<file path="config.mk">
export PLATFORM = sky130hd
export DESIGN_NAME = edo_dram_ctrl
export DESIGN_NICKNAME = d
export VERILOG_FILES = /design/src/rtl/edo_pkg.sv /design/src/rtl/edo_wait_timer.sv /design/src/rtl/edo_refresh_tick.sv /design/src/rtl/edo_row_tracker.sv /design/src/rtl/edo_dram_ctrl.sv
export SDC_FILE = /design/constraint.sdc
export NUM_CORES = 1
export LEC_CHECK = 0
export ABC_AREA = 1
export BUFFER_PORTS_ARGS = -buffer_cell sky130_fd_sc_hd__buf_2
export CELL_PAD_IN_SITES_DETAIL_PLACEMENT = 2
export CELL_PAD_IN_SITES_GLOBAL_PLACEMENT = 2
export CORE_MARGIN = 5
export CORE_UTILIZATION = 31
export CTS_CLUSTER_SIZE = 10
export DETAILED_ROUTE_END_ITERATION = 8
export PLACE_DENSITY = 0.89
export SLEW_MARGIN = 20
export SYNTH_ARGS = -nofsm -noshare
export SYNTH_HDL_FRONTEND = slang
export SYNTH_SLANG_ARGS = --single-unit
</file>
<file path="constraint.sdc">
create_clock -name clk -period 2 [get_ports clk]
set_input_delay 0.2 -clock clk [delete_from_list [all_inputs] [get_ports clk]]
set_output_delay 0.2 -clock clk [all_outputs]
set_load 0.1 [all_outputs]
</file>
<file path="src/rtl/edo_pkg.sv">
package edo_pkg;

  typedef enum logic [3:0] {
    ST_IDLE, ST_ASR, ST_RCD, ST_CSET, ST_CAS, ST_CP, ST_OPEN,
    ST_CLOSE, ST_PRE, ST_RCSR, ST_RCHR, ST_RTAIL
  } edo_state_e;

  // nanoseconds to clock cycles, rounded up
  function automatic int ns2cyc(input int ns, input int period_ps);
    return (ns * 1000 + period_ps - 1) / period_ps;
  endfunction

  function automatic int imax(input int a, input int b);
    return (a > b) ? a : b;
  endfunction

endpackage

</file>
<file path="src/rtl/edo_wait_timer.sv">
module edo_wait_timer #(
  parameter int W = 8
) (
  input  logic         clk,
  input  logic         rst_n,
  input  logic         load,
  input  logic [W-1:0] load_val,
  output logic         zero
);
  logic [W-1:0] cnt;

  always_ff @(posedge clk) begin
    if (!rst_n)          cnt <= '0;
    else if (load)       cnt <= load_val;
    else if (cnt != '0)  cnt <= cnt - 1'b1;
  end

  assign zero = (cnt == '0);
endmodule

</file>
<file path="src/rtl/edo_refresh_tick.sv">
module edo_refresh_tick #(
  parameter int INTERVAL = 1954
) (
  input  logic clk,
  input  logic rst_n,
  input  logic done,
  output logic pend
);
  localparam int CW = $clog2(INTERVAL + 1);
  logic [CW-1:0] cnt;
  logic          tick;

  assign tick = (cnt == CW'(INTERVAL - 1));

  always_ff @(posedge clk) begin
    if (!rst_n) begin
      cnt  <= '0;
      pend <= 1'b0;
    end else begin
      cnt <= tick ? '0 : cnt + 1'b1;
      if (tick)      pend <= 1'b1;
      else if (done) pend <= 1'b0;
    end
  end


  ref_overrun_chk: assert property (@(posedge clk) disable iff (!rst_n)
    tick |-> !pend);
endmodule

</file>
<file path="src/rtl/edo_row_tracker.sv">
module edo_row_tracker #(
  parameter int ROW_W   = 9,
  parameter int MIN_CYC = 5,
  parameter int MAX_CYC = 1250,
  parameter int LIM_CYC = 1243
) (
  input  logic             clk,
  input  logic             rst_n,
  input  logic             open_evt,
  input  logic             close_evt,
  input  logic [ROW_W-1:0] open_row,
  input  logic [ROW_W-1:0] req_row,
  output logic             hit,
  output logic             min_ok,
  output logic             near_max
);
  localparam int CW = $clog2(MAX_CYC + 2);
  logic             is_open;
  logic [ROW_W-1:0] row_q;
  logic [CW-1:0]    low_cnt;

  always_ff @(posedge clk) begin
    if (!rst_n) begin
      is_open <= 1'b0;
      row_q   <= '0;
      low_cnt <= '0;
    end else if (open_evt) begin
      is_open <= 1'b1;
      row_q   <= open_row;
      low_cnt <= CW'(1);
    end else if (close_evt) begin
      is_open <= 1'b0;
    end else if (is_open && low_cnt != CW'(MAX_CYC + 1)) begin
      low_cnt <= low_cnt + 1'b1;
    end
  end

  assign hit      = is_open && (req_row == row_q);
  assign min_ok   = low_cnt >= CW'(MIN_CYC);
  assign near_max = low_cnt >= CW'(LIM_CYC);


  ras_min_chk: assert property (@(posedge clk) disable iff (!rst_n)
    close_evt |-> (is_open && low_cnt >= CW'(MIN_CYC)));

  ras_max_chk: assert property (@(posedge clk) disable iff (!rst_n)
    is_open |-> (low_cnt <= CW'(MAX_CYC)));
endmodule

</file>
<file path="src/rtl/edo_dram_ctrl.sv">
module edo_dram_ctrl
  import edo_pkg::*;
#(
  parameter int MUX_W       = 9,
  parameter int DATA_W      = 16,
  parameter int CLK_PS      = 8000,
  parameter int T_RP_NS     = 25,
  parameter int T_RAS_NS    = 35,
  parameter int T_RC_NS     = 65,
  parameter int T_RCD_NS    = 15,
  parameter int T_RAC_NS    = 35,
  parameter int T_CAC_NS    = 10,
  parameter int T_CP_NS     = 10,
  parameter int T_CSR_NS    = 10,
  parameter int T_CHR_NS    = 10,
  parameter int T_REFI_NS   = 15625,
  parameter int T_RASMAX_NS = 10000
) (
  input  logic                clk,
  input  logic                rst_n,
  input  logic                req_valid,
  output logic                req_ready,
  input  logic                req_we,
  input  logic [2*MUX_W-1:0]  req_addr,
  input  logic [DATA_W-1:0]   req_wdata,
  input  logic [1:0]          req_be,
  output logic                rsp_valid,
  output logic [DATA_W-1:0]   rsp_rdata,
  output logic [MUX_W-1:0]    dram_addr,
  output logic                ras_n,
  output logic                cas_lo_n,
  output logic                cas_hi_n,
  output logic                we_n,
  output logic                oe_n,
  output logic [DATA_W-1:0]   dq_out,
  output logic                dq_oe,
  input  logic [DATA_W-1:0]   dq_in
);
  localparam int RP_C   = ns2cyc(T_RP_NS, CLK_PS);
  localparam int RCD_C  = imax(1, ns2cyc(T_RCD_NS, CLK_PS));
  localparam int RMIN_C = imax(ns2cyc(T_RAS_NS, CLK_PS), ns2cyc(T_RC_NS, CLK_PS) - RP_C);
  localparam int CAC_C  = imax(ns2cyc(T_CAC_NS, CLK_PS), ns2cyc(T_RAC_NS, CLK_PS) - RCD_C - 1);
  localparam int CP_C   = imax(1, ns2cyc(T_CP_NS, CLK_PS));
  localparam int CSR_C  = imax(1, ns2cyc(T_CSR_NS, CLK_PS));
  localparam int CHR_C  = imax(1, ns2cyc(T_CHR_NS, CLK_PS));
  localparam int TAIL_C = imax(1, RMIN_C - CHR_C);
  localparam int REFI_C = ns2cyc(T_REFI_NS, CLK_PS);
  localparam int RMAX_C = ns2cyc(T_RASMAX_NS, CLK_PS);
  localparam int LIM_C  = RMAX_C - (CAC_C + CP_C + 3);
  localparam int TW     = 8;

  edo_state_e st, st_d;

  // latched command
  logic               have_cmd, c_we;
  logic [MUX_W-1:0]   c_row, c_col;
  logic [DATA_W-1:0]  c_wdata;
  logic [1:0]         c_be;

  // named internal events
  logic               ref_pend, ref_done, trk_open, trk_close;
  logic               hit, min_ok, near_max, tmr_zero, tmr_ld;
  logic [TW-1:0]      tmr_val;
  logic               req_fire, take, cap, cmd_clr;
  logic [MUX_W-1:0]   req_row, req_col;

  // next values of the registered pins
  logic               ras_d, casl_d, cash_d, we_d, oe_d, dqoe_d;
  logic [MUX_W-1:0]   addr_d;
  logic [DATA_W-1:0]  dqo_d;

  assign req_row = req_addr[2*MUX_W-1:MUX_W];
  assign req_col = req_addr[MUX_W-1:0];

  assign req_ready = (st == ST_IDLE && !ref_pend && !have_cmd) ||
                     (st == ST_OPEN && !ref_pend && !near_max);
  assign req_fire  = req_valid && req_ready;

  edo_refresh_tick #(.INTERVAL(REFI_C)) u_ref (
    .clk(clk), .rst_n(rst_n), .done(ref_done), .pend(ref_pend));

  edo_wait_timer #(.W(TW)) u_tmr (
    .clk(clk), .rst_n(rst_n), .load(tmr_ld), .load_val(tmr_val), .zero(tmr_zero));

  edo_row_tracker #(.ROW_W(MUX_W), .MIN_CYC(RMIN_C), .MAX_CYC(RMAX_C), .LIM_CYC(LIM_C)) u_trk (
    .clk(clk), .rst_n(rst_n), .open_evt(trk_open), .close_evt(trk_close),
    .open_row(c_row), .req_row(req_row), .hit(hit), .min_ok(min_ok), .near_max(near_max));

  always_comb begin
    st_d = st;   tmr_ld = 1'b0;  tmr_val = '0;
    ras_d = ras_n; casl_d = cas_lo_n; cash_d = cas_hi_n;
    we_d = we_n; oe_d = oe_n; dqoe_d = dq_oe; addr_d = dram_addr; dqo_d = dq_out;
    take = 1'b0; cap = 1'b0; cmd_clr = 1'b0;
    ref_done = 1'b0; trk_open = 1'b0; trk_close = 1'b0;
    unique case (st)
      ST_IDLE: begin
        if (ref_pend) begin
          casl_d = 1'b0; cash_d = 1'b0;
          tmr_ld = 1'b1; tmr_val = TW'(CSR_C - 1); st_d = ST_RCSR;
        end else if (have_cmd) begin
          addr_d = c_row; st_d = ST_ASR;
        end else if (req_fire) begin
          take = 1'b1; addr_d = req_row; st_d = ST_ASR;
        end
      end
      ST_ASR: begin
        ras_d = 1'b0; trk_open = 1'b1;
        tmr_ld = 1'b1; tmr_val = TW'(RCD_C - 1); st_d = ST_RCD;
      end
      ST_RCD: if (tmr_zero) begin
        addr_d = c_col; we_d = !c_we; oe_d = c_we; dqo_d = c_wdata; dqoe_d = c_we;
        st_d = ST_CSET;
      end
      ST_CSET: begin
        casl_d = !c_be[0]; cash_d = !c_be[1];
        tmr_ld = 1'b1; tmr_val = TW'(CAC_C - 1); st_d = ST_CAS;
      end
      ST_CAS: if (tmr_zero) begin
        cap = !c_we; cmd_clr = 1'b1;
        casl_d = 1'b1; cash_d = 1'b1; we_d = 1'b1; oe_d = 1'b1; dqoe_d = 1'b0;
        tmr_ld = 1'b1; tmr_val = TW'(CP_C - 1); st_d = ST_CP;
      end
      ST_CP: if (tmr_zero) st_d = ST_OPEN;
      ST_OPEN: begin
        if (ref_pend || near_max) begin
          st_d = ST_CLOSE;
        end else if (req_fire) begin
          take = 1'b1;
          if (hit) begin
            addr_d = req_col; we_d = !req_we; oe_d = req_we;
            dqo_d = req_wdata; dqoe_d = req_we; st_d = ST_CSET;
          end else begin
            st_d = ST_CLOSE;
          end
        end
      end
      ST_CLOSE: if (min_ok) begin
        ras_d = 1'b1; trk_close = 1'b1;
        tmr_ld = 1'b1; tmr_val = TW'(RP_C - 1); st_d = ST_PRE;
      end
      ST_PRE: if (tmr_zero) st_d = ST_IDLE;
      ST_RCSR: if (tmr_zero) begin
        ras_d = 1'b0; tmr_ld = 1'b1; tmr_val = TW'(CHR_C - 1); st_d = ST_RCHR;
      end
      ST_RCHR: if (tmr_zero) begin
        casl_d = 1'b1; cash_d = 1'b1;
        tmr_ld = 1'b1; tmr_val = TW'(TAIL_C - 1); st_d = ST_RTAIL;
      end
      ST_RTAIL: if (tmr_zero) begin
        ras_d = 1'b1; ref_done = 1'b1;
        tmr_ld = 1'b1; tmr_val = TW'(RP_C - 1); st_d = ST_PRE;
      end
      default: st_d = ST_IDLE;
    endcase
  end

  always_ff @(posedge clk) begin
    if (!rst_n) begin
      st <= ST_IDLE; have_cmd <= 1'b0; c_we <= 1'b0;
      c_row <= '0; c_col <= '0; c_wdata <= '0; c_be <= '0;
      ras_n <= 1'b1; cas_lo_n <= 1'b1; cas_hi_n <= 1'b1; we_n <= 1'b1; oe_n <= 1'b1;
      dq_oe <= 1'b0; dq_out <= '0; dram_addr <= '0;
      rsp_valid <= 1'b0; rsp_rdata <= '0;
    end else begin
      st <= st_d;
      ras_n <= ras_d; cas_lo_n <= casl_d; cas_hi_n <= cash_d;
      we_n <= we_d; oe_n <= oe_d; dq_oe <= dqoe_d; dq_out <= dqo_d; dram_addr <= addr_d;
      if (take) begin
        have_cmd <= 1'b1; c_we <= req_we; c_row <= req_row; c_col <= req_col;
        c_wdata <= req_wdata; c_be <= req_be;
      end else if (cmd_clr) begin
        have_cmd <= 1'b0;
      end
      rsp_valid <= cap;
      if (cap) rsp_rdata <= dq_in;
    end
  end


  cbr_order_chk: assert property (@(posedge clk) disable iff (!rst_n)
    ($fell(ras_n) && !cas_lo_n) |-> ($past(!cas_lo_n) && $past(!cas_hi_n)));

  early_write_chk: assert property (@(posedge clk) disable iff (!rst_n)
    (($fell(cas_lo_n) || $fell(cas_hi_n)) && !we_n) |-> ($past(!we_n) && oe_n));

  page_col_chk: assert property (@(posedge clk) disable iff (!rst_n)
    (st == ST_CSET) |-> !ras_n);

  ref_first_chk: assert property (@(posedge clk) disable iff (!rst_n)
    (ref_pend && st == ST_IDLE) |=> (st == ST_RCSR && !cas_lo_n));
endmodule

</file>
Word level (Yosys, flattened, before mapping). Index checks and enable logic that the tools add are counted.

Bits of input ports: 56. Register bits after elaboration: 131. Logic and storage cells: 184. Output and inout bits: 49.

Order comparisons: 2. Equality and inequality tests: 32. Reduce and logical (&&, ||, !) cells: 43. Bitwise logic cells: 2. $add $sub $neg: 3. Mux-type cells: 78.

Operators by type and width (count): 16-bit two-way mux (4); 9-bit two-way mux (7); 4-bit two-way mux (13); 4-bit one-hot mux with 12 select lines (1); 1-bit two-way mux (36); 16-bit one-hot mux with 2 select lines (1); 9-bit one-hot mux with 3 select lines (1); 2-bit inequality test (second input constant) (13); 11-bit by 1-bit adder with 11-bit output (second input constant) (2); 4-bit by 3-bit == test with 1-bit output (second input constant) (4); 4-bit == test (second input constant) (4); 8-bit two-way mux (2); 1-bit one-hot mux with 3 select lines (5); 2-bit one-hot mux with 6 select lines (1); 2-bit nonzero test (6); 11-bit == test (second input constant) (1); 11-bit >= comparator (second input constant) (1); 11-bit by 3-bit >= comparator with 1-bit output (second input constant) (1); 11-bit inequality test (second input constant) (1); 10-bit AND reduction (1); 2-bit OR reduction (5); 9-bit == test (1); 3-bit nonzero test (3); 4-bit by 2-bit == test with 1-bit output (second input constant) (2); 25 further kinds (44).

Depth between registers and ports, before layout.
Word-level depth: 10. Gate-level depth with buffers: 14. Mapped depth without buffers: 13.

Cells and area by module. From an unflattened synthesis, not the netlist that was laid out.

Cells, all modules: 1011. Area total of the unflattened synthesis: 6570.1 sq um.

Modules (own cells, without submodules): edo_dram_ctrl (area an instance 4299.1 sq um, instances 1, cells each 670, sequential area each 1801.7 sq um); edo_row_tracker (area an instance 1202.4 sq um, instances 1, cells each 185, sequential area each 420.4 sq um); edo_refresh_tick (area an instance 590.6 sq um, instances 1, cells each 86, sequential area each 240.2 sq um); edo_wait_timer (area an instance 478.0 sq um, instances 1, cells each 70, sequential area each 160.2 sq um).

Least setup slack after synthesis. OpenSTA, ideal clock, no wires.

Path kind: register to register. Start: register u_trk.low_cnt[0]. End: register dq_out[0]. Data required time: 1.887 ns. Buffers on the path: 1. Data arrival time: 1.976 ns. Slack: -0.089 ns. Stages on the path, launching flop included: 13. Period minus slack after synthesis: 2.089 ns. Cells stage by stage: dfxtp_1 -> ha_1 -> inv_1 -> nand3_1 -> nand3b_1 -> nand3_2 -> nand2_2 -> nand2_4 -> nand2_4 -> nand2_2 -> buf_2 -> nor2_1 -> nor2_1.

Longest elaborated chain between the ends: 7. Elaborated cells between the ends (all ways): 9. Those cells by class: order compare: 1; eq/ne: 2; reduce/logical: 6.

Ends and longest elaborated chain: start: declaration (RTL line edo_row_tracker.sv:20) `logic [CW-1:0] low_cnt;`; start signal: assignment (RTL line edo_row_tracker.sv:34) `low_cnt <= low_cnt + 1'b1;`; 11-bit >= comparator (RTL line edo_row_tracker.sv:40) `assign near_max = low_cnt >= CW'(LIM_CYC);`; 1-bit zero test (RTL line edo_dram_ctrl.sv:76) `(st == ST_OPEN && !ref_pend && !near_max);`; 1-bit logical AND (RTL line edo_dram_ctrl.sv:76); 1-bit logical OR (RTL line edo_dram_ctrl.sv:75) `assign req_ready = (st == ST_IDLE && !ref_pend && !have_cmd) ||`; via req_ready (RTL line edo_dram_ctrl.sv:22) `output logic req_ready,`; 1-bit logical AND (RTL line edo_dram_ctrl.sv:77) `assign req_fire = req_valid && req_ready;`; 2-bit inequality test (no line); 5-bit AND reduction (no line); end signal: assignment (RTL line edo_dram_ctrl.sv:162) `dq_oe <= 1'b0; dq_out <= '0; dram_addr <= '0;`; end signal: assignment (RTL line edo_dram_ctrl.sv:167) `we_n <= we_d; oe_n <= oe_d; dq_oe <= dqoe_d; dq_out <= dqo_d; dram_addr <= addr_d;`; end: declaration (RTL line edo_dram_ctrl.sv:35) `output logic [DATA_W-1:0] dq_out,`.

The timed path passes the listed nets, and every way through them passes these cells. A chain may end at the register's enable or synchronous reset.

Worst setup path in the final report.
Start: register st[3]. End: register dram_addr[6].

Longest elaborated chain between the ends: 7. Elaborated cells between the ends (all ways): 18. Those cells by class: eq/ne: 8; mux: 1; reduce/logical: 9.

Ends and longest elaborated chain: start: declaration (RTL line edo_dram_ctrl.sv:52) `edo_state_e st, st_d;`; start signal: assignment (RTL line edo_dram_ctrl.sv:165) `st <= st_d;`; 4-bit by 3-bit == test with 1-bit output or 4-bit zero test (tied branches) (RTL line edo_dram_ctrl.sv:76, edo_dram_ctrl.sv:95, edo_dram_ctrl.sv:75); 1-bit logical AND (on tied branches) (2 in series) (RTL line edo_dram_ctrl.sv:76, edo_dram_ctrl.sv:75); 1-bit logical OR (RTL line edo_dram_ctrl.sv:75); 1-bit logical AND (RTL line edo_dram_ctrl.sv:77); 3-bit inequality test (no line) or 2-bit inequality test (tied branches); 7-bit AND reduction (no line); end signal: assignment (RTL line edo_dram_ctrl.sv:162); end signal: assignment (RTL line edo_dram_ctrl.sv:167); end: declaration (RTL line edo_dram_ctrl.sv:29) `output logic [MUX_W-1:0] dram_addr,`.

Parallel ways exist; a longest one is shown, timed or not.

==> run_results.csv <==
group,metric,value,unit
timing,maxSlewHeadroom,66.0,%
clock_network,cts-buffers-inserted,17,
placed_design,post_dp_cell_area,7160,um2
synth,yosysSeqAreaShare,42.5,%
synth,mappedNetlistArea,6170,um2
synth,synth_nets,953,
synth,syn-instance-count,891,
synth,ys.flop_type,"dfxtp_1",
final_layout,drive_above_1_share,27.1,%
drt,vias_per_cell,5.44,
grt,grt_use_total,26.1,%
placed_design,routabilityCongestion,0.885,
worst_hold_path,hold_class,"in -> reg",
synth,ys_ff_latch,131,
die,dieArea,22800,um2
synth,synthDistinctLibCells,43,
die,initial_core_util,31.6,%
worst_setup_path,critPathMaxStageDelay,0.46,ns
timing,fmax,474,MHz
synth,async_reset_ff_share,0,%
worst_setup_path,path_cells,"nor2_4, nand2_2, buf_4, inv_1, nand2_1, o21ai_0, nor2_4, buf_4, nand4_1, nand2_1, nor2_1",
grt,grt_antenna_before_repair,1,
timing,finalHoldViolations,0,
power,ir_worst_vdd,696,uV
clock_network,insertion_delay,0.45,ns
clock_network,clock_sinks,131,
worst_setup_path,path_delay_family,"simple AND/OR/NAND/NOR gates",
timing,fin_crit_sh,105,%
power,power,14.6,mW
clock_network,htree_levels,4,
run,maxCapViolCount,0,
worst_setup_path,critPathLaunchType,"flip-flop",
grt,grt-ovfl-total,0,
synth,yosys.area.top_type_share,42.5,%
clock_network,clk_pin_slew_worst_paths,0.06,ns
run_status,violations,"setup timing",
drt,drcViolationCount,0,
worst_setup_path,criticalPathCategory,"reg -> reg",
timing,setup_ws,-0.108,ns
drt,drtIter0Drc,526,
worst_setup_path,critPathBufInv,3,
worst_setup_path,critPathSlowestCell,"dfxtp_2",
placed_design,dp_hpwl,16.0,mm
synth,synth_area_leaders,"dfxtp_1 42%, nand2_1 11%, nor2_1 8.8%, o21ai_0 6.9%, inv_1 6.6%",
timing,rsz0062_at_grt,"true",
synth,ys_warn_count,0,
drt,finalWirelength,31.8,mm
run_status,status,"finished with violations",
drt,ant_nets,0,
worst_setup_path,endpoint_kind,"flip-flop",
drt,avgRoutedWirePerCell,24.1,um
power,leakage,3.83,nW
timing,tns,-0.572,ns
clock_network,clk_path_buf_depth,2,
die,core-area,19500,um2
synth,synth-edff-count,0,
worst_setup_path,worstPathArrival,2.44,ns
final_layout,postLayoutCellArea,8330,um2
power,power_density,1760,nW/um2
synth,syn_avg_cell_area,6.93,um2
grt,grt_pass1_wl,45.5,mm
die,die-height,151,um
timing,whs,0.0156,ns
worst_setup_path,crit_fanout,7,
worst_setup_path,cp.required,2.33,ns
timing,fin_crit,2.11,ns
clock_network,cts_tree,"yes",
die,io_pins,105,
placed_design,place_ws,-0.126,ns
timing,finalMaxSlewViolations,0,
synth,yosys.area.top_type,"dfxtp_1",
drt,first_pass_iters,5,
drt,num_vias,7178,
timing,tightest_slew,0.505,ns
timing,finClkSkew,0.0165,ns
die,rows,51,
grt,grt_pass1_vias,7735,
clock_network,cts_root_buffer,"clkbuf_16",
die,die_w,151,um
grt,grt_max_degree,52,
placed_design,portBuffers,104,
final_layout,area_growth,34.9,%
final_layout,nNetsFinal,1102,
timing,setup_viol_count_final,14,
flip-flops by register name (all words and copies together) (netlist names), 2 cells and up:
register / flops
c_col: 9
c_row: 9
st: 4
u_ref.cnt: 11
u_trk.row_q: 9
u_tmr.cnt: 8
u_trk.low_cnt: 11
dram_addr: 9
c_be: 2
rsp_rdata: 16
dq_out: 16
c_wdata: 16
kinds of logic after synthesis:
group | synth area share [%]
and+or+nand+nor | 28.7
AOI/OAI and AO/OA | 15.8
buffers and inverters | 9.83
DFF | 42.5
xor gates and xnor gates | 1.99
adders and majority gates | 1.22
what timing repair did:
action                     in CTS  in global routing
cloned                          2                  3
setup endpoints to repair      82                107
setup buffers                   9                 13
resized for setup              29                 82
pin swaps                       2                 20
hold buffers                    0                  0
path summary, 6_finish.rpt:
kind / from / end / slack [ns] / depth (start not counted)
setup / recovery: st[3] / dram_addr[6] / -0.11 / 11
hold reg to reg: rsp_rdata[2] / rsp_rdata[2] / 0.46 / 2
setup reg to reg: st[3] / dram_addr[6] / -0.11 / 11
hold / removal: dq_in[3] / rsp_rdata[3] / 0.02 / 3
stage by stage:
step           util [%]  instances
6_report           42.6       1320
5_1_grt            42.6       1319
4_1_cts            40.6       1302
3_5_place_dp       36.6       1259
3_3_place_gp       36.6       1259
2_1_floorplan         -        891
synthesized netlist by cell type (3+ instances only):
master    instances
o31ai_1           4
nor2_1          144
o211ai_1          5
nand2_2           4
nor4_1            4
inv_1           109
clkbuf_1         15
nor2_4            3
nand3_1          30
a21oi_1          71
xor2_1           13
nand2_4           4
nor3_1           11
dfxtp_1         131
nand4_1          13
nand3b_1          4
a221oi_1          6
ha_1              6
buf_6             4
o21ai_0          85
buf_2            12
nand2_1         186
routing by layer:
metal,part of all wire [%],up-vias,global-route usage (%)
met5,0,-,0
met4,4.7,0,11.0
met3,5.0,121,5.21
met2,51,313,46.4
met1,40,3582,30.5
li1,-,3162,-
final cells by class:
cell class / count / area (um2)
Multi-Input combinational cell: 614 / 3210
Timing Repair Buffer: 164 / 1130
Tap cell: 265 / 332
Fill cell: 2259 / 11200
Clock buffer: 22 / 444
Sequential cell: 131 / 2650
Clock inverter: 10 / 110
Inverter: 112 / 438
Antenna cell: 2 / 5.00
placed cells by master, fill, tap and decap left out, types with 13 or more instances in the layout:
master     count
nand2_1      171
dfxtp_1      117
clkbuf_16     19
nor2_1       120
a21oi_1       69
nand3_1       26
buf_4         47
o21ai_0       82
xor2_1        13
nor2_2        16
buf_2        103
nor2_4        13
nand2_2       14
nand4_1       13
inv_1        101
power by group:
| group | internal, mW | switching (mW) | leakage, nW |
|---|---|---|---|
| combinational | 2.09 | 5.48 | 2.48 |
| clock | 1.83 | 1.32 | 0.272 |
| sequential | 3.33 | 0.604 | 1.08 |
| total | 7.24 | 7.40 | 3.83 |
worst reg2reg max path: stages (launching register included):
cell,delay [ns]
dfxtp_2,0.46
nor2_4,0.07
nand2_2,0.12
buf_4,0.15
inv_1,0.07
nand2_1,0.15
o21ai_0,0.20
nor2_4,0.29
buf_4,0.20
nand4_1,0.11
nand2_1,0.12
nor2_1,0.07
Note: power is estimated with default switching activity, not from simulation.
